`config.mk`:
```
export PLATFORM = sky130hd
export DESIGN_NAME = lcdc_exec
export DESIGN_NICKNAME = d
export VERILOG_FILES = /design/src/rtl/lcdc_pkg.sv /design/src/rtl/lcdc_decode.sv /design/src/rtl/lcdc_addr_step.sv /design/src/rtl/lcdc_busy_timer.sv /design/src/rtl/lcdc_char_ram.sv /design/src/rtl/lcdc_exec.sv
export SDC_FILE = /design/constraint.sdc
export NUM_CORES = 1
export LEC_CHECK = 0
export ABC_AREA = 1
export CORE_MARGIN = 4
export CORE_UTILIZATION = 43
export CTS_CLUSTER_SIZE = 30
export DETAILED_ROUTE_END_ITERATION = 10
export PLACE_DENSITY_LB_ADDON = 0.2
export SYNTH_ARGS = -nofsm -noshare
export SYNTH_HDL_FRONTEND = slang
export SYNTH_SLANG_ARGS = --single-unit
export TNS_END_PERCENT = 5
```
`constraint.sdc`:
```
create_clock -name clk -period 3.2 [get_ports clk]
set_clock_uncertainty 0.05 [all_clocks]
set_input_delay 0.64 -clock clk [delete_from_list [all_inputs] [get_ports clk]]
set_output_delay 0.64 -clock clk [all_outputs]
set_load 0.01 [all_outputs]
```
`src/rtl/lcdc_pkg.sv`:
```
package lcdc_pkg;

    typedef enum logic [3:0] {
        OP_NONE,
        OP_CLEAR,
        OP_HOME,
        OP_ENTRY,
        OP_ENABLES,
        OP_MOVE,
        OP_WIDTH,
        OP_GLYPH_ADDR,
        OP_DISP_ADDR
    } op_e;

    typedef enum logic [1:0] {
        ACC_CMD  = 2'b00,
        ACC_STAT = 2'b01,
        ACC_WR   = 2'b10,
        ACC_RD   = 2'b11
    } acc_e;

endpackage

```
`src/rtl/lcdc_decode.sv`:
```
module lcdc_decode
    import lcdc_pkg::*;
(
    input  logic [7:0] cmd,
    output op_e        op
);
    // highest set bit wins
    always_comb begin
        casez (cmd)
            8'b1???_????: op = OP_DISP_ADDR;
            8'b01??_????: op = OP_GLYPH_ADDR;
            8'b001?_????: op = OP_WIDTH;
            8'b0001_????: op = OP_MOVE;
            8'b0000_1???: op = OP_ENABLES;
            8'b0000_01??: op = OP_ENTRY;
            8'b0000_001?: op = OP_HOME;
            8'b0000_0001: op = OP_CLEAR;
            default:      op = OP_NONE;
        endcase
    end
endmodule

```
`src/rtl/lcdc_addr_step.sv`:
```
module lcdc_addr_step #(
    parameter int DD_AW = 5,
    parameter int CG_AW = 4
) (
    input  logic [DD_AW-1:0] addr,
    input  logic             glyph,
    input  logic             up,
    output logic [DD_AW-1:0] next_addr
);
    localparam logic [DD_AW-1:0] DD_ONE = DD_AW'(1);
    localparam logic [CG_AW-1:0] CG_ONE = CG_AW'(1);

    logic [CG_AW-1:0] cg_next;
    logic [DD_AW-1:0] dd_next;

    always_comb begin
        cg_next = up ? (addr[CG_AW-1:0] + CG_ONE) : (addr[CG_AW-1:0] - CG_ONE);
        dd_next = up ? (addr + DD_ONE) : (addr - DD_ONE);
        next_addr = glyph ? DD_AW'(cg_next) : dd_next;
    end
endmodule

```
`src/rtl/lcdc_busy_timer.sv`:
```
module lcdc_busy_timer #(
    parameter int CLR_TICKS  = 34,
    parameter int CMD_CYCLES = 2
) (
    input  logic clk,
    input  logic rst_n,
    input  logic start,
    input  logic long_op,
    input  logic osc_tick,
    output logic busy
);
    localparam int MAXV = (CLR_TICKS > CMD_CYCLES) ? CLR_TICKS : CMD_CYCLES;
    localparam int CW   = $clog2(MAXV + 1);
    localparam logic [CW-1:0] LONG_LD  = CW'(CLR_TICKS);
    localparam logic [CW-1:0] SHORT_LD = CW'(CMD_CYCLES);
    localparam logic [CW-1:0] CNT_ONE  = CW'(1);

    typedef struct packed {
        logic [CW-1:0] cnt;
        logic          slow;
    } tmr_t;

    tmr_t tmr_d, tmr_q;

    always_comb begin
        tmr_d = tmr_q;
        if (start) begin
            tmr_d.cnt  = long_op ? LONG_LD : SHORT_LD;
            tmr_d.slow = long_op;
        end else if (tmr_q.cnt != '0 && (!tmr_q.slow || osc_tick)) begin
            tmr_d.cnt = tmr_q.cnt - CNT_ONE;
        end
    end

    always_ff @(posedge clk or negedge rst_n) begin
        if (!rst_n) tmr_q <= '0;
        else        tmr_q <= tmr_d;
    end

    assign busy = (tmr_q.cnt != '0);
endmodule

```
`src/rtl/lcdc_char_ram.sv`:
```
module lcdc_char_ram #(
    parameter int         DD_AW = 5,
    parameter int         CG_AW = 4,
    parameter logic [7:0] BLANK = 8'h20
) (
    input  logic             clk,
    input  logic             rst_n,
    input  logic             clear,
    input  logic             wr_en,
    input  logic             sel_glyph,
    input  logic [DD_AW-1:0] addr,
    input  logic [7:0]       wr_data,
    output logic [7:0]       rd_data
);
    localparam int DD_N = 1 << DD_AW;
    localparam int CG_N = 1 << CG_AW;

    logic [7:0] dd_cells [DD_N];
    logic [7:0] cg_cells [CG_N];

    for (genvar i = 0; i < DD_N; i++) begin : g_dd
        logic [7:0] cell_d, cell_q;
        always_comb begin
            cell_d = cell_q;
            if (clear)
                cell_d = BLANK;
            else if (wr_en && !sel_glyph && addr == DD_AW'(i))
                cell_d = wr_data;
        end
        always_ff @(posedge clk or negedge rst_n) begin
            if (!rst_n) cell_q <= BLANK;
            else        cell_q <= cell_d;
        end
        assign dd_cells[i] = cell_q;
    end

    for (genvar j = 0; j < CG_N; j++) begin : g_cg
        logic [7:0] cell_d, cell_q;
        always_comb begin
            cell_d = cell_q;
            if (wr_en && sel_glyph && addr[CG_AW-1:0] == CG_AW'(j))
                cell_d = wr_data;
        end
        always_ff @(posedge clk or negedge rst_n) begin
            if (!rst_n) cell_q <= '0;
            else        cell_q <= cell_d;
        end
        assign cg_cells[j] = cell_q;
    end

    assign rd_data = sel_glyph ? cg_cells[addr[CG_AW-1:0]] : dd_cells[addr];
endmodule

```
`src/rtl/lcdc_exec.sv`:
```
module lcdc_exec
    import lcdc_pkg::*;
#(
    parameter int DD_AW      = 5,
    parameter int CG_AW      = 4,
    parameter int CLR_TICKS  = 34,
    parameter int CMD_CYCLES = 2
) (
    input  logic             clk,
    input  logic             rst_n,
    input  logic             osc_tick,
    input  logic             en,
    input  logic             rs,
    input  logic             rw,
    input  logic [7:0]       din,
    output logic [7:0]       rd_data,
    output logic             busy,
    output logic             ignored,
    output logic             disp_on,
    output logic             cursor_on,
    output logic             blink_on,
    output logic             bus8,
    output logic [DD_AW-1:0] shift_ofs
);
    localparam logic [DD_AW-1:0] OFS_ONE = DD_AW'(1);
    localparam int               PAD     = 7 - DD_AW;

    typedef struct packed {
        logic [DD_AW-1:0] ac;
        logic             glyph;
        logic             inc;
        logic             shw;
        logic             dsp;
        logic             cur;
        logic             blk;
        logic             wide;
        logic [DD_AW-1:0] ofs;
        logic [7:0]       dout;
        logic             ign;
    } st_t;

    st_t st_d, st_q;

    op_e              op;
    acc_e             kind;
    logic             is_stat, accept;
    logic             tmr_start, tmr_long;
    logic             ram_clear, ram_wr;
    logic [7:0]       ram_rd;
    logic             step_up;
    logic [DD_AW-1:0] ac_stepped;

    lcdc_decode u_dec (
        .cmd (din),
        .op  (op)
    );

    assign kind    = acc_e'({rs, rw});
    assign is_stat = (kind == ACC_STAT);
    assign accept  = en && (is_stat || !busy);
    assign step_up = rs ? st_q.inc : din[2];

    lcdc_addr_step #(.DD_AW(DD_AW), .CG_AW(CG_AW)) u_step (
        .addr      (st_q.ac),
        .glyph     (st_q.glyph),
        .up        (step_up),
        .next_addr (ac_stepped)
    );

    always_comb begin
        st_d      = st_q;
        st_d.ign  = en && busy && !is_stat;
        ram_clear = 1'b0;
        ram_wr    = 1'b0;
        tmr_start = accept && !is_stat;
        tmr_long  = 1'b0;
        if (accept) begin
            unique case (kind)
                ACC_STAT: st_d.dout = {busy, {PAD{1'b0}}, st_q.ac};
                ACC_WR: begin
                    ram_wr  = 1'b1;
                    st_d.ac = ac_stepped;
                    if (st_q.shw)
                        st_d.ofs = st_q.inc ? (st_q.ofs + OFS_ONE) : (st_q.ofs - OFS_ONE);
                end
                ACC_RD: begin
                    st_d.dout = ram_rd;
                    st_d.ac   = ac_stepped;
                end
                ACC_CMD: begin
                    unique case (op)
                        OP_CLEAR: begin
                            ram_clear  = 1'b1;
                            tmr_long   = 1'b1;
                            st_d.ac    = '0;
                            st_d.glyph = 1'b0;
                            st_d.ofs   = '0;
                        end
                        OP_HOME: begin
                            st_d.ac    = '0;
                            st_d.glyph = 1'b0;
                            st_d.ofs   = '0;
                        end
                        OP_ENTRY: begin
                            st_d.inc = din[1];
                            st_d.shw = din[0];
                        end
                        OP_ENABLES: begin
                            st_d.dsp = din[2];
                            st_d.cur = din[1];
                            st_d.blk = din[0];
                        end
                        OP_MOVE: begin
                            if (din[3])
                                st_d.ofs = din[2] ? (st_q.ofs - OFS_ONE) : (st_q.ofs + OFS_ONE);
                            else
                                st_d.ac = ac_stepped;
                        end
                        OP_WIDTH: st_d.wide = din[4];
                        OP_GLYPH_ADDR: begin
                            st_d.ac    = DD_AW'(din[CG_AW-1:0]);
                            st_d.glyph = 1'b1;
                        end
                        OP_DISP_ADDR: begin
                            st_d.ac    = din[DD_AW-1:0];
                            st_d.glyph = 1'b0;
                        end
                        default: ;
                    endcase
                end
                default: ;
            endcase
        end
    end

    always_ff @(posedge clk or negedge rst_n) begin
        if (!rst_n) begin
            st_q      <= '0;
            st_q.inc  <= 1'b1;
            st_q.wide <= 1'b1;
        end else begin
            st_q <= st_d;
        end
    end

    lcdc_busy_timer #(.CLR_TICKS(CLR_TICKS), .CMD_CYCLES(CMD_CYCLES)) u_tmr (
        .clk      (clk),
        .rst_n    (rst_n),
        .start    (tmr_start),
        .long_op  (tmr_long),
        .osc_tick (osc_tick),
        .busy     (busy)
    );

    lcdc_char_ram #(.DD_AW(DD_AW), .CG_AW(CG_AW)) u_ram (
        .clk       (clk),
        .rst_n     (rst_n),
        .clear     (ram_clear),
        .wr_en     (ram_wr),
        .sel_glyph (st_q.glyph),
        .addr      (st_q.ac),
        .wr_data   (din),
        .rd_data   (ram_rd)
    );

    assign rd_data   = st_q.dout;
    assign ignored   = st_q.ign;
    assign disp_on   = st_q.dsp;
    assign cursor_on = st_q.cur;
    assign blink_on  = st_q.blk;
    assign bus8      = st_q.wide;
    assign shift_ofs = st_q.ofs;
endmodule


```
==> metrics.txt <==
max_cap viols=0; routability cong.=between 0.9 and 1; worst min-delay path startpoint=u_ram.g_dd[31].cell_q[5]$_DFFE_PN1P_; commonest non-fill, non-tap cell in the layout=nand2_1; Crit. End Element=register; I/O pin total=33; crit path time final=2.896 ns; Worst Max-Slew Pin Slew=about 0.9 ns; post-synthesis cell count=between 2,000 and 3,000; Clock Latency Late Sink=0.59 ns; highest-count cells in the layout ignoring fill and taps=nand2_1 (857), o21ai_0 (446), dfrtp_1 (381), nand3_1 (241), inv_1 (197); final setup TNS=0 ns; first-pass GRT wire length=102,700 um; row cnt=80; reg2reg start=u_tmr.tmr_q[1]$_DFFE_PN0P_; layout cells sized above 1=0.09154; Tot Pwr=0.01867 W; Die Y=228.9 um; Ant. Diodes=0; leakage power=between 10 and 15 nW; cell internal pwr=0.01141 W; CTS tree=built; vias=approximately 18,000; Layout area overhead=12.14%; Synth Warn #=0; Final setup violation count=0; vias in the first global route=about 18,000; Post-CTS Setup Inserts=0; Clock Tree Buf Depth=3; final hold vios=0; H-Tree Depth=2; logic gate share of total power=0.352; unrepaired setup endpoints after global routing=no; Critical Path AT=3.29 ns; Die ar.=roughly 52,000 sq um; GR Overflow Total=0; Sw Share=0.3891; Num CTS Buffers=47; Routed Antenna Nets=0; Post-DP HPWL=roughly 41,000 um; Synth Cell Area=20,980 sq um; GRT Util Overall=0.2437; Max IR drop VDD=about 0.00056 V; startpoint types=register; drt first-iter violations=about 1,800; average cell area after synthesis=roughly 7.6 sq um; Detailed Routing Iterations Pass 1=5; Die Width=228.9 um; sequential share of power=0.350; critical path required time=roughly 3.6 ns; largest net degree at the start of global routing=between 90 and 100; synthesis-stage register bit count=between 400 and 500; EDFF count, synth=0; fin nets=roughly 2,700; Initial Util=0.4376; sequential area share after synthesis=0.4994; ys async rst share=1.000; Crit Path Class=reg2reg; initial antenna violation count=0; Clock Pin Slew Worst Setup and Hold Paths=0.06 ns; Core Area=about 48,000 sq um; WL/cell=between 15 and 20 um; fin crit share=0.9050; Root Driver=clkbuf_16; # resized after CTS=0; Slew headroom=0.3974; Synth Flop Type=dfrtp_1; CTS sink cnt=417; Yosys cell types=40; Max Slew Vio Count=0; CP Max Fanout=33; Fmax=roughly 350 MHz; outcome=completed; Sw Pwr=~0.0073 W; Clock Power Share=0.298; count of buffers from port buffering=32; Routed WL=64,570 um; vias per cell=5.466; class of the worst hold path=reg2reg; critical path launch point=u_tmr.tmr_q[1]$_DFFE_PN0P_; Syn Nets=approximately 2,800; power per cell area=about 790 nW/um^2; DRC viols=0
-- layout make-up --
cell class,instances,area (sq um)
multi-input combinational,1930,8797
timing repair buffer,104,1064
fill,4657,24420
clock inverter,14,153.9
sequential,417,10490
inverter,216,815.8
clock buffer,72,1443
tap,615,769.5
-- synth_stat cells (2+ instances only) --
cell type	n	area (sq um)
nand2_1	857	3217
o21ai_0	446	2232
dfrtp_1	383	9584
nand3_1	241	1206
inv_1	197	739.5
nor2_1	182	683.2
clkbuf_1	106	397.9
a21oi_1	62	310.3
buf_2	40	200.2
dfstp_2	34	893.4
o21ai_1	24	120.1
buf_4	16	120.1
inv_2	16	60.06
o211ai_1	13	97.59
buf_6	12	135.1
nor2_2	12	75.07
nand2_4	11	123.9
o22ai_1	11	68.82
ha_1	10	125.1
xor2_1	10	87.58
nand2_2	8	50.05
nor2_4	8	90.09
buf_1	7	26.28
nor3_1	5	25.02
xnor2_1	5	43.79
nand4_1	4	25.02
o21ai_2	4	35.03
clkinv_1	3	11.26
a31oi_1	2	12.51
nand3_2	2	20.02
nor3_4	2	32.53
o21a_1	2	15.01
o31ai_1	2	15.01
o32ai_1	2	17.52
-- layer usage --
| metal | vias up | share of wire | GRT usage |
|---|---|---|---|
| met4 | 0 | 0.030 | 0.07722 |
| met3 | 112 | 0.068 | 0.04150 |
| met1 | 8945 | 0.44 | 0.3433 |
| li1 | 8752 | - | - |
| met5 | - | 0 | 0 |
| met2 | 600 | 0.46 | 0.3865 |
-- critical path, stage by stage, from the launching register on --
cell and delay, ns:
dfrtp_1 0.37, inv_1 0.10, ha_1 0.15, inv_1 0.07
nor3_4 0.23, nand2_2 0.16, nand2_2 0.12, nand2_4 0.05
buf_4 0.16, nor3_4 0.42, inv_4 0.28, buf_12 0.26
o21ai_2 0.17, o21ai_0 0.14
-- registers in the layout, indices dropped and copies added, names as in the netlist --
| signal | cells |
|---|---|
| shift_ofs | 5 |
| st_q | 8 |
| u_ram.g_dd.cell_q | 256 |
| u_ram.g_cg.cell_q | 128 |
| cursor_on | 1 |
| bus8 | 1 |
| ignored | 1 |
| disp_on | 1 |
| blink_on | 1 |
| u_tmr.tmr_q | 7 |
| rd_data | 8 |
-- power by group through the flow --
stage	clock (W)	combinational (W)	sequential, W
finish	0.00556	0.00657	0.00654
global route	0.00589	0.00728	0.00662
CTS	0.00566	0.00656	0.00653
detailed placement	0	0.00652	0.00662
global placement	0	0.00648	0.00660
floorplan	0	0.00424	0.00641
-- final timing paths --
| kind | end | slack (ns) | depth (start not counted) |
|---|---|---|---|
| setup reg to reg | u_ram.g_dd[25].cell_q[6]$_DFFE_PN0P_ | 0.30 | 13 |
| max in group asynchronous | st_q[22]$_DFFE_PN0P_ | 1.63 | 3 |
| hold reg to reg | u_ram.g_dd[31].cell_q[5]$_DFFE_PN1P_ | 0.42 | 2 |
| min in group asynchronous | u_ram.g_dd[1].cell_q[1]$_DFFE_PN0P_ | 0.52 | 2 |
| setup / recovery | u_ram.g_dd[25].cell_q[6]$_DFFE_PN0P_ | 0.30 | 13 |
| hold / removal | u_ram.g_dd[31].cell_q[5]$_DFFE_PN1P_ | 0.42 | 2 |
-- stage by stage --
stage	setup WS (ns)	util	instances	hold WS, ns	instance area (sq um)
after global routing	0.1507	0.4907	3368	0.4409	23530
final	0.3041	0.4907	3368	0.4193	23530
after detailed placement	0.1267	0.4572	3281	0.4073	21920
after CTS	0.3126	0.4907	3368	0.4180	23530
after global placement	0.1920	0.4572	3281	0.4105	21920
after floorplan	0.7837	-	2745	0.2944	20980
-- repair_timing --
item	CTS	global route
hold buffers	1	0
endpoints found under the hold margin	37	0
setup endpoints to repair	0	0
-- cells by family (layout without fill, tap and decap cells) --
kind of cell,after synthesis,count (layout),share of synthesized area
fa+ha+maj,10,10,0.005964
simple gates,1335,1335,0.2666
compound gates,570,570,0.1403
buf+inv,398,406,0.08152
flops,417,417,0.4994
xor+xnor,15,15,0.006262
Note: power is estimated with default switching activity, not from simulation.
